--- src/rtl/psg_pkg.sv ---
package psg_pkg;
  localparam int TONE_W  = 12;
  localparam int LFSR_W  = 15;
  localparam int PHASE_W = 7;
  localparam int SCNT_W  = 6;
  localparam int VOL_W   = 4;
  localparam int SLOT_W  = 5;
  localparam int DATA_W  = 8;
  localparam int ADDR_W  = 3;

  typedef enum logic [1:0] {
    KIND_SILENT,
    KIND_TONE,
    KIND_PWM_SE,
    KIND_PWM_DE
  } kind_e;

  typedef struct packed {
    logic  audTick;
    logic  pwmStep;
    kind_e kind;
    logic  ch1FromB;
    logic  ch2FromB;
    logic  noiseOn;
    logic  irqOnToggle;
    logic  irqOnSample;
  } strobe_t;

  typedef struct packed {
    logic [TONE_W-1:0] reloadA;
    logic [TONE_W-1:0] reloadB;
    logic [SCNT_W-1:0] sampReload;
    logic [DATA_W-1:0] sample;
    logic [VOL_W-1:0]  vol1;
    logic [VOL_W-1:0]  vol2;
  } cfg_t;
endpackage

--- src/rtl/psg_ctrl.sv ---
module psg_ctrl
  import psg_pkg::*;
(
  input  logic              clk,
  input  logic              rstN,
  input  logic              rtcTick,
  input  logic              wrEn,
  input  logic [ADDR_W-1:0] wrAddr,
  input  logic [DATA_W-1:0] wrData,
  input  logic [ADDR_W-1:0] rdAddr,
  output logic [DATA_W-1:0] rdData,
  input  logic [TONE_W-1:0] cntA,
  input  logic [TONE_W-1:0] cntB,
  output cfg_t              cfg,
  output strobe_t           stb,
  output logic [3:0]        mode
);
  localparam int HI_W   = TONE_W - DATA_W;
  localparam int PRE_W  = SCNT_W;

  logic [TONE_W-1:0] reloadAQ;
  logic [DATA_W-1:0] freqBLoQ;
  logic [HI_W-1:0]   freqBHiQ;
  logic [DATA_W-1:0] sampleQ;
  logic [6:0]        ctrlQ;
  logic [DATA_W-1:0] volQ;

  always_ff @(posedge clk) begin
    if (!rstN) begin
      reloadAQ <= '0;
      freqBLoQ <= '0;
      freqBHiQ <= '0;
      sampleQ  <= '0;
      ctrlQ    <= '0;
      volQ     <= '0;
    end else if (wrEn) begin
      case (wrAddr)
        3'd0: reloadAQ[DATA_W-1:0]      <= wrData;
        3'd1: reloadAQ[TONE_W-1:DATA_W] <= wrData[HI_W-1:0];
        3'd2: freqBLoQ <= wrData;
        3'd3: freqBHiQ <= wrData[HI_W-1:0];
        3'd4: sampleQ  <= wrData;
        3'd5: ctrlQ    <= wrData[6:0];
        3'd6: volQ     <= wrData;
        default: ;
      endcase
    end
  end

  assign mode = ctrlQ[3:0];
  logic [2:0] presc;
  assign presc = ctrlQ[6:4];

  always_comb begin
    cfg.reloadA    = reloadAQ;
    cfg.reloadB    = {freqBHiQ, freqBLoQ};
    cfg.sampReload = {freqBHiQ, freqBLoQ[DATA_W-1:PRE_W]};
    cfg.sample     = sampleQ;
    cfg.vol1       = volQ[VOL_W-1:0];
    cfg.vol2       = volQ[DATA_W-1:VOL_W];
  end

  always_comb begin
    case (rdAddr)
      3'd0:    rdData = cntA[DATA_W-1:0];
      3'd1:    rdData = {{(DATA_W-HI_W){1'b1}}, cntA[TONE_W-1:DATA_W]};
      3'd2:    rdData = cntB[DATA_W-1:0];
      3'd3:    rdData = {{(DATA_W-HI_W){1'b1}}, cntB[TONE_W-1:DATA_W]};
      3'd4:    rdData = sampleQ;
      3'd5:    rdData = {1'b1, ctrlQ};
      3'd6:    rdData = volQ;
      default: rdData = '1;
    endcase
  end

  // Audio clock prescaler
  logic [2:0] divCnt, divLast;
  always_comb begin
    case (presc)
      3'd1:    divLast = 3'd1;
      3'd2:    divLast = 3'd3;
      3'd3:    divLast = 3'd5;
      default: divLast = 3'd0;
    endcase
  end

  always_ff @(posedge clk) begin
    if (!rstN)                 divCnt <= '0;
    else if (divCnt >= divLast) divCnt <= '0;
    else                       divCnt <= divCnt + 3'd1;
  end

  // PWM prescaler: counts up, reloads at all ones
  logic [PRE_W-1:0] pwmPre;
  logic             pwmStep;
  assign pwmStep = (pwmPre == '1);
  always_ff @(posedge clk) begin
    if (!rstN)        pwmPre <= '0;
    else if (pwmStep) pwmPre <= freqBLoQ[PRE_W-1:0];
    else              pwmPre <= pwmPre + 1'b1;
  end

  always_comb begin
    stb             = '0;
    stb.audTick     = (presc == 3'd7) ? rtcTick : (divCnt == divLast);
    stb.pwmStep     = pwmStep;
    stb.kind        = KIND_SILENT;
    case (mode)
      4'h1: begin stb.kind = KIND_PWM_SE; stb.irqOnSample = 1'b1; end
      4'hD: begin stb.kind = KIND_PWM_DE; stb.irqOnSample = 1'b1; end
      4'h2: stb.kind = KIND_TONE;
      4'h4: begin
        stb.kind = KIND_TONE; stb.ch1FromB = 1'b1; stb.ch2FromB = 1'b1; stb.irqOnToggle = 1'b1;
      end
      4'h6: begin stb.kind = KIND_TONE; stb.ch2FromB = 1'b1; stb.irqOnToggle = 1'b1; end
      4'hC: begin
        stb.kind = KIND_TONE; stb.ch1FromB = 1'b1; stb.ch2FromB = 1'b1; stb.noiseOn = 1'b1;
      end
      4'hE: begin stb.kind = KIND_TONE; stb.ch2FromB = 1'b1; stb.noiseOn = 1'b1; end
      default: ;
    endcase
  end
endmodule

--- src/rtl/psg_datapath.sv ---
module psg_datapath
  import psg_pkg::*;
(
  input  logic              clk,
  input  logic              rstN,
  input  cfg_t              cfg,
  input  strobe_t           stb,
  output logic [TONE_W-1:0] cntA,
  output logic [TONE_W-1:0] cntB,
  output logic              spkP,
  output logic              spkN,
  output logic              irq
);
  localparam int NUM_TONE = 2;

  logic [NUM_TONE-1:0] level, tick, toggle;

  for (genvar g = 0; g < NUM_TONE; g++) begin : g_tone
    logic [TONE_W-1:0] toneCnt;
    logic [1:0]        quarter;
    logic [TONE_W-1:0] reloadVal;
    assign reloadVal = (g == 0) ? cfg.reloadA : cfg.reloadB;
    assign tick[g]   = stb.audTick && (toneCnt == '1);
    assign level[g]  = ~quarter[1];
    assign toggle[g] = tick[g] && quarter[0];
    always_ff @(posedge clk) begin
      if (!rstN) begin
        toneCnt <= '0;
        quarter <= '0;
      end else if (stb.audTick) begin
        if (toneCnt == '1) begin
          toneCnt <= reloadVal;
          quarter <= quarter + 2'd1;
        end else begin
          toneCnt <= toneCnt + 1'b1;
        end
      end
    end
  end

  assign cntA = g_tone[0].toneCnt;
  assign cntB = g_tone[1].toneCnt;

  // Noise source
  logic [LFSR_W-1:0] lfsr;
  always_ff @(posedge clk) begin
    if (!rstN) lfsr <= '1;
    else if (stb.noiseOn && tick[1])
      lfsr <= {lfsr[LFSR_W-2:0], lfsr[LFSR_W-1] ^ lfsr[LFSR_W-2]};
  end

  // PWM phase and sample counter
  logic [PHASE_W-1:0] phase;
  logic [SCNT_W-1:0]  sampCnt;
  logic               wrap, sampFire;
  assign wrap     = stb.pwmStep && (phase == '1);
  assign sampFire = wrap && (sampCnt == '1);
  always_ff @(posedge clk) begin
    if (!rstN) begin
      phase   <= '0;
      sampCnt <= '0;
    end else begin
      if (stb.pwmStep) phase <= phase + 1'b1;
      if (wrap) sampCnt <= sampFire ? cfg.sampReload : sampCnt + 1'b1;
    end
  end

  // Volume gate
  logic [SLOT_W-1:0] slot;
  logic [VOL_W-1:0]  step;
  logic              gate1, gate2;
  assign step  = slot[SLOT_W-1:1];
  assign gate1 = (cfg.vol1 == '1) || (step < cfg.vol1);
  assign gate2 = (cfg.vol2 == '1) || (step < cfg.vol2);
  always_ff @(posedge clk) begin
    if (!rstN) slot <= '0;
    else       slot <= slot + 1'b1;
  end

  logic srcB, ch1, ch2, active;
  assign srcB   = stb.noiseOn ? lfsr[LFSR_W-1] : level[1];
  assign ch1    = stb.ch1FromB ? srcB : level[0];
  assign ch2    = stb.ch2FromB ? srcB : level[0];
  assign active = slot[0] ? (ch2 & gate2) : (ch1 & gate1);

  logic [PHASE_W-1:0] thrSe;
  logic [DATA_W-1:0]  mag;
  logic               seHigh, dePulse;
  assign thrSe   = cfg.sample[PHASE_W-1:0] + PHASE_W'(1 << (PHASE_W-1));
  assign seHigh  = phase < thrSe;
  assign mag     = cfg.sample[DATA_W-1] ? (DATA_W'(0) - cfg.sample) : cfg.sample;
  assign dePulse = {1'b0, phase} < mag;

  logic nextP, nextN;
  always_comb begin
    nextP = 1'b1;
    nextN = 1'b1;
    case (stb.kind)
      KIND_TONE:   nextN = ~active;
      KIND_PWM_SE: begin nextP = seHigh; nextN = ~seHigh; end
      KIND_PWM_DE: begin
        if (cfg.sample[DATA_W-1]) nextN = ~dePulse;
        else                      nextP = ~dePulse;
      end
      default: ;
    endcase
  end

  always_ff @(posedge clk) begin
    if (!rstN) begin
      spkP <= 1'b1;
      spkN <= 1'b1;
      irq  <= 1'b0;
    end else begin
      spkP <= nextP;
      spkN <= nextN;
      irq  <= (stb.irqOnSample && sampFire) || (stb.irqOnToggle && toggle[1]);
    end
  end
endmodule

--- src/rtl/psg_top.sv ---
module psg_top
  import psg_pkg::*;
(
  input  logic              clk,
  input  logic              rstN,
  input  logic              rtcTick,
  input  logic              wrEn,
  input  logic [ADDR_W-1:0] wrAddr,
  input  logic [DATA_W-1:0] wrData,
  input  logic [ADDR_W-1:0] rdAddr,
  output logic [DATA_W-1:0] rdData,
  output logic              spkP,
  output logic              spkN,
  output logic              irq
);
  cfg_t              cfg;
  strobe_t           stb;
  logic [3:0]        mode;
  logic [TONE_W-1:0] cntA, cntB;

  psg_ctrl u_ctrl (
    .clk(clk), .rstN(rstN), .rtcTick(rtcTick),
    .wrEn(wrEn), .wrAddr(wrAddr), .wrData(wrData),
    .rdAddr(rdAddr), .rdData(rdData),
    .cntA(cntA), .cntB(cntB),
    .cfg(cfg), .stb(stb), .mode(mode)
  );

  psg_datapath u_dp (
    .clk(clk), .rstN(rstN), .cfg(cfg), .stb(stb),
    .cntA(cntA), .cntB(cntB),
    .spkP(spkP), .spkN(spkN), .irq(irq)
  );
endmodule

--- config.mk ---
export PLATFORM = sky130hd
export DESIGN_NAME = psg_top
export DESIGN_NICKNAME = d
export VERILOG_FILES = /design/src/rtl/psg_pkg.sv /design/src/rtl/psg_ctrl.sv /design/src/rtl/psg_datapath.sv /design/src/rtl/psg_top.sv
export SDC_FILE = /design/constraint.sdc
export NUM_CORES = 1
export LEC_CHECK = 0
export BUFFER_PORTS_ARGS = -buffer_cell sky130_fd_sc_hd__buf_2
export CORE_MARGIN = 2
export CORE_UTILIZATION = 62
export DETAILED_ROUTE_END_ITERATION = 10
export PLACE_DENSITY = 0.84
export SLEW_MARGIN = 20
export SYNTH_ARGS = -nofsm -noshare
export SYNTH_HDL_FRONTEND = slang
export SYNTH_HIERARCHICAL = 1
export SYNTH_SLANG_ARGS = --single-unit
--- constraint.sdc ---
create_clock -name clk -period 3.55 [get_ports clk]
set_input_delay 0.71 -clock clk [delete_from_list [all_inputs] [get_ports clk]]
set_output_delay 0.71 -clock clk [all_outputs]
set_load 0.005 [all_outputs]
==> results by group <==
Worst setup path
  – R2r worst-path depth: 10
  – Nature of the critical path startpoint: register
  – CP required: 3.95 ns
  – Crit end category: register
  – CP Max Fanout: 7
  – Arrival @ worst endpoint: 3.25 ns
  – Critical path class: register to register

Final layout
  – Ant diodes: 0
  – Share of layout cells above drive strength 1: 11.4%
  – Final cell count without fillers: 899
  – Commonest non-fill, non-tap cell in the layout: dfxtp_1
  – Commonest cells after routing, fill and taps aside: dfxtp_1, nand2_1, mux2i_1
  – Net count, final: 797
  – Area growth syn-to-layout: 9.53%
  – FILL cells: 758

Clocking
  – CTS tree: built
  – CTS H-Tree Depth: 4
  – Worst-path clk slew: 0.06 ns
  – Num CTS Buffers: 17
  – Clk_lat worst skew: 0.53 ns
  – Clk buf depth: 2
  – Post-CTS resize count: 0
  – Root Buffer: clkbuf_8
  – # Post-CTS Setup Buffers: 0
  – Clk sinks: 120
  – # hold bufs at CTS: 0

Run
  – MaxCap Viol Count: 0

Routing
  – Iter 0 DRT Violations: 459
  – Vias/cell: 6.31
  – TritonRoute pass-1 iters: 5
  – Routed Antenna Nets: 0
  – DR WL/cell: 18.3 microns
  – Routed WL: 16500 microns
  – Via count: 5675
  – DRC errors left: 0

Placement
  – HPWL Detailed: 11300 microns
  – Placed insts: 867
  – GPL Wtd Cong: 0.880
  – PortBufs: 28

STA
  – Worst Skew: 0.00738 ns
  – Pins Over Slew Limit: 0
  – Slew @ Worst Pin: 1.16 ns
  – Slew margin rel.: 22.4%
  – Endpoints failing setup: 0
  – RSZ-0062 raised after global routing: no
  – Max Clock Freq: 0.351 GHz
  – Setup TNS: 0 ns
  – Fin. Hold Viols: 0
  – Post-route minimum period: 2.85 ns
  – Tcrit/Tclk final: 80.3%

Synth
  – Mean Syn Cell Area: 8.65 sq um
  – Post-Syn Area: 6460 sq um
  – Post-Syn Nets: 794
  – YS warnings: 6
  – Post-Syn Instances: 747

Worst hold path
  – Hold Crit Depth: 1
  – Min-delay worst type: register to register

Run status
  – Run status: finished clean

GRT
  – Initial antenna violation count: 0
  – First-pass GRT wire length: 27200 microns
  – Number of global-route vias before repair: 5559
  – Largest net degree at the start of global routing: 44
  – Gr usage total: 30.8%
  – Total grt overflow: 0

Power
  – Peak VDD IR: 377 uV
  – Lkg Pwr: 2.73 nW
  – PD cells: 455 nW/um^2

Floorplan
  – Die ar.: 11200 sq um
  – Row count: 37
  – Die Height: 106 microns
  – IO Pins: 29
  – Core Box Area: 10200 sq um
  – Die width: 106 microns
  – Initial core utilization: 63.1%
## metrics by stage
stage                     total power [mW]  util [%]  setup WS, ns  area, sq um  hold slack, ns
after floorplan                       1.59         -          1.09         6460           0.422
after global placement                1.65      63.8         0.914         6530           0.444
after detailed placement              1.66      63.8         0.869         6530           0.445
after CTS                             3.22      69.1         0.769         7070           0.454
after global routing                  3.32      69.1         0.502         7070           0.473
final                                 3.22      69.1         0.698         7070           0.457
## registers in the layout, summed over array words and instances, names as in the netlist
name                 flops
u_dp/phase               7
u_ctrl/volQ              8
u_ctrl/sampleQ           8
u_dp/irq                 1
u_ctrl/freqBLoQ          8
u_dp/lfsr               15
u_dp/cntA               12
u_dp/spkP                1
u_ctrl/pwmPre            6
u_ctrl/ctrlQ             7
u_ctrl/freqBHiQ          4
u_ctrl/divCnt            3
u_dp/sampCnt             6
u_ctrl/reloadAQ         12
u_dp/cntB               12
u_dp/g_tone.quarter      4
u_dp/spkN                1
u_dp/slot                5
## report_power, final
part / switching [mW] / internal [mW] / total (mW) / leakage [nW]
Sequential: 0.0357 / 1.38 / 1.41 / 0.971
Combinational: 0.135 / 0.0918 / 0.227 / 1.49
Clock: 0.616 / 0.962 / 1.58 / 0.264
Total: 0.787 / 2.43 / 3.22 / 2.73
## final timing paths
path | endpoint | start | slack (ns)
worst min register to register | u_ctrl/divCnt[0] | u_ctrl/divCnt[0] | 0.46
worst max register to register | u_dp/cntA[2] | u_ctrl/ctrlQ[5] | 0.70
worst min-delay path | u_ctrl/divCnt[0] | u_ctrl/divCnt[0] | 0.46
worst max-delay path | u_dp/cntA[2] | u_ctrl/ctrlQ[5] | 0.70
## area by class of cell
type / instances / area (sq um) / share of cell area [%]
multi-input cells: 550 / 3670 / 51.9
flip-flops and latches: 120 / 2400 / 34.0
clock buffers: 21 / 449 / 6.35
repair buffers: 32 / 170 / 2.41
well taps: 136 / 170 / 2.41
inverters: 29 / 109 / 1.54
clock inverters: 11 / 98.8 / 1.40
## worst max-delay path, cell delays in order, from the launching register on
cell and delay, ns:
dfxtp_1 0.40, or3b_2 0.47, ha_1 0.31, nand4_1 0.08
o21ai_1 0.15, and2_1 0.20, nand3_1 0.16, nor2_1 0.44
nand2_1 0.24, o221ai_1 0.23, a31oi_1 0.06
## per-layer routing
| layer | vias to the layer above | share of wire (%) | track usage, % |
|---|---|---|---|
| met3 | 67 | 7.8 | 7.30 |
| met1 | 2657 | 40 | 37.0 |
| met2 | 289 | 48 | 51.1 |
| met4 | 0 | 4.2 | 16.8 |
| met5 | - | 0 | 0 |
| li1 | 2662 | - | - |
No activity file was read; power rests on OpenSTA's default activity.
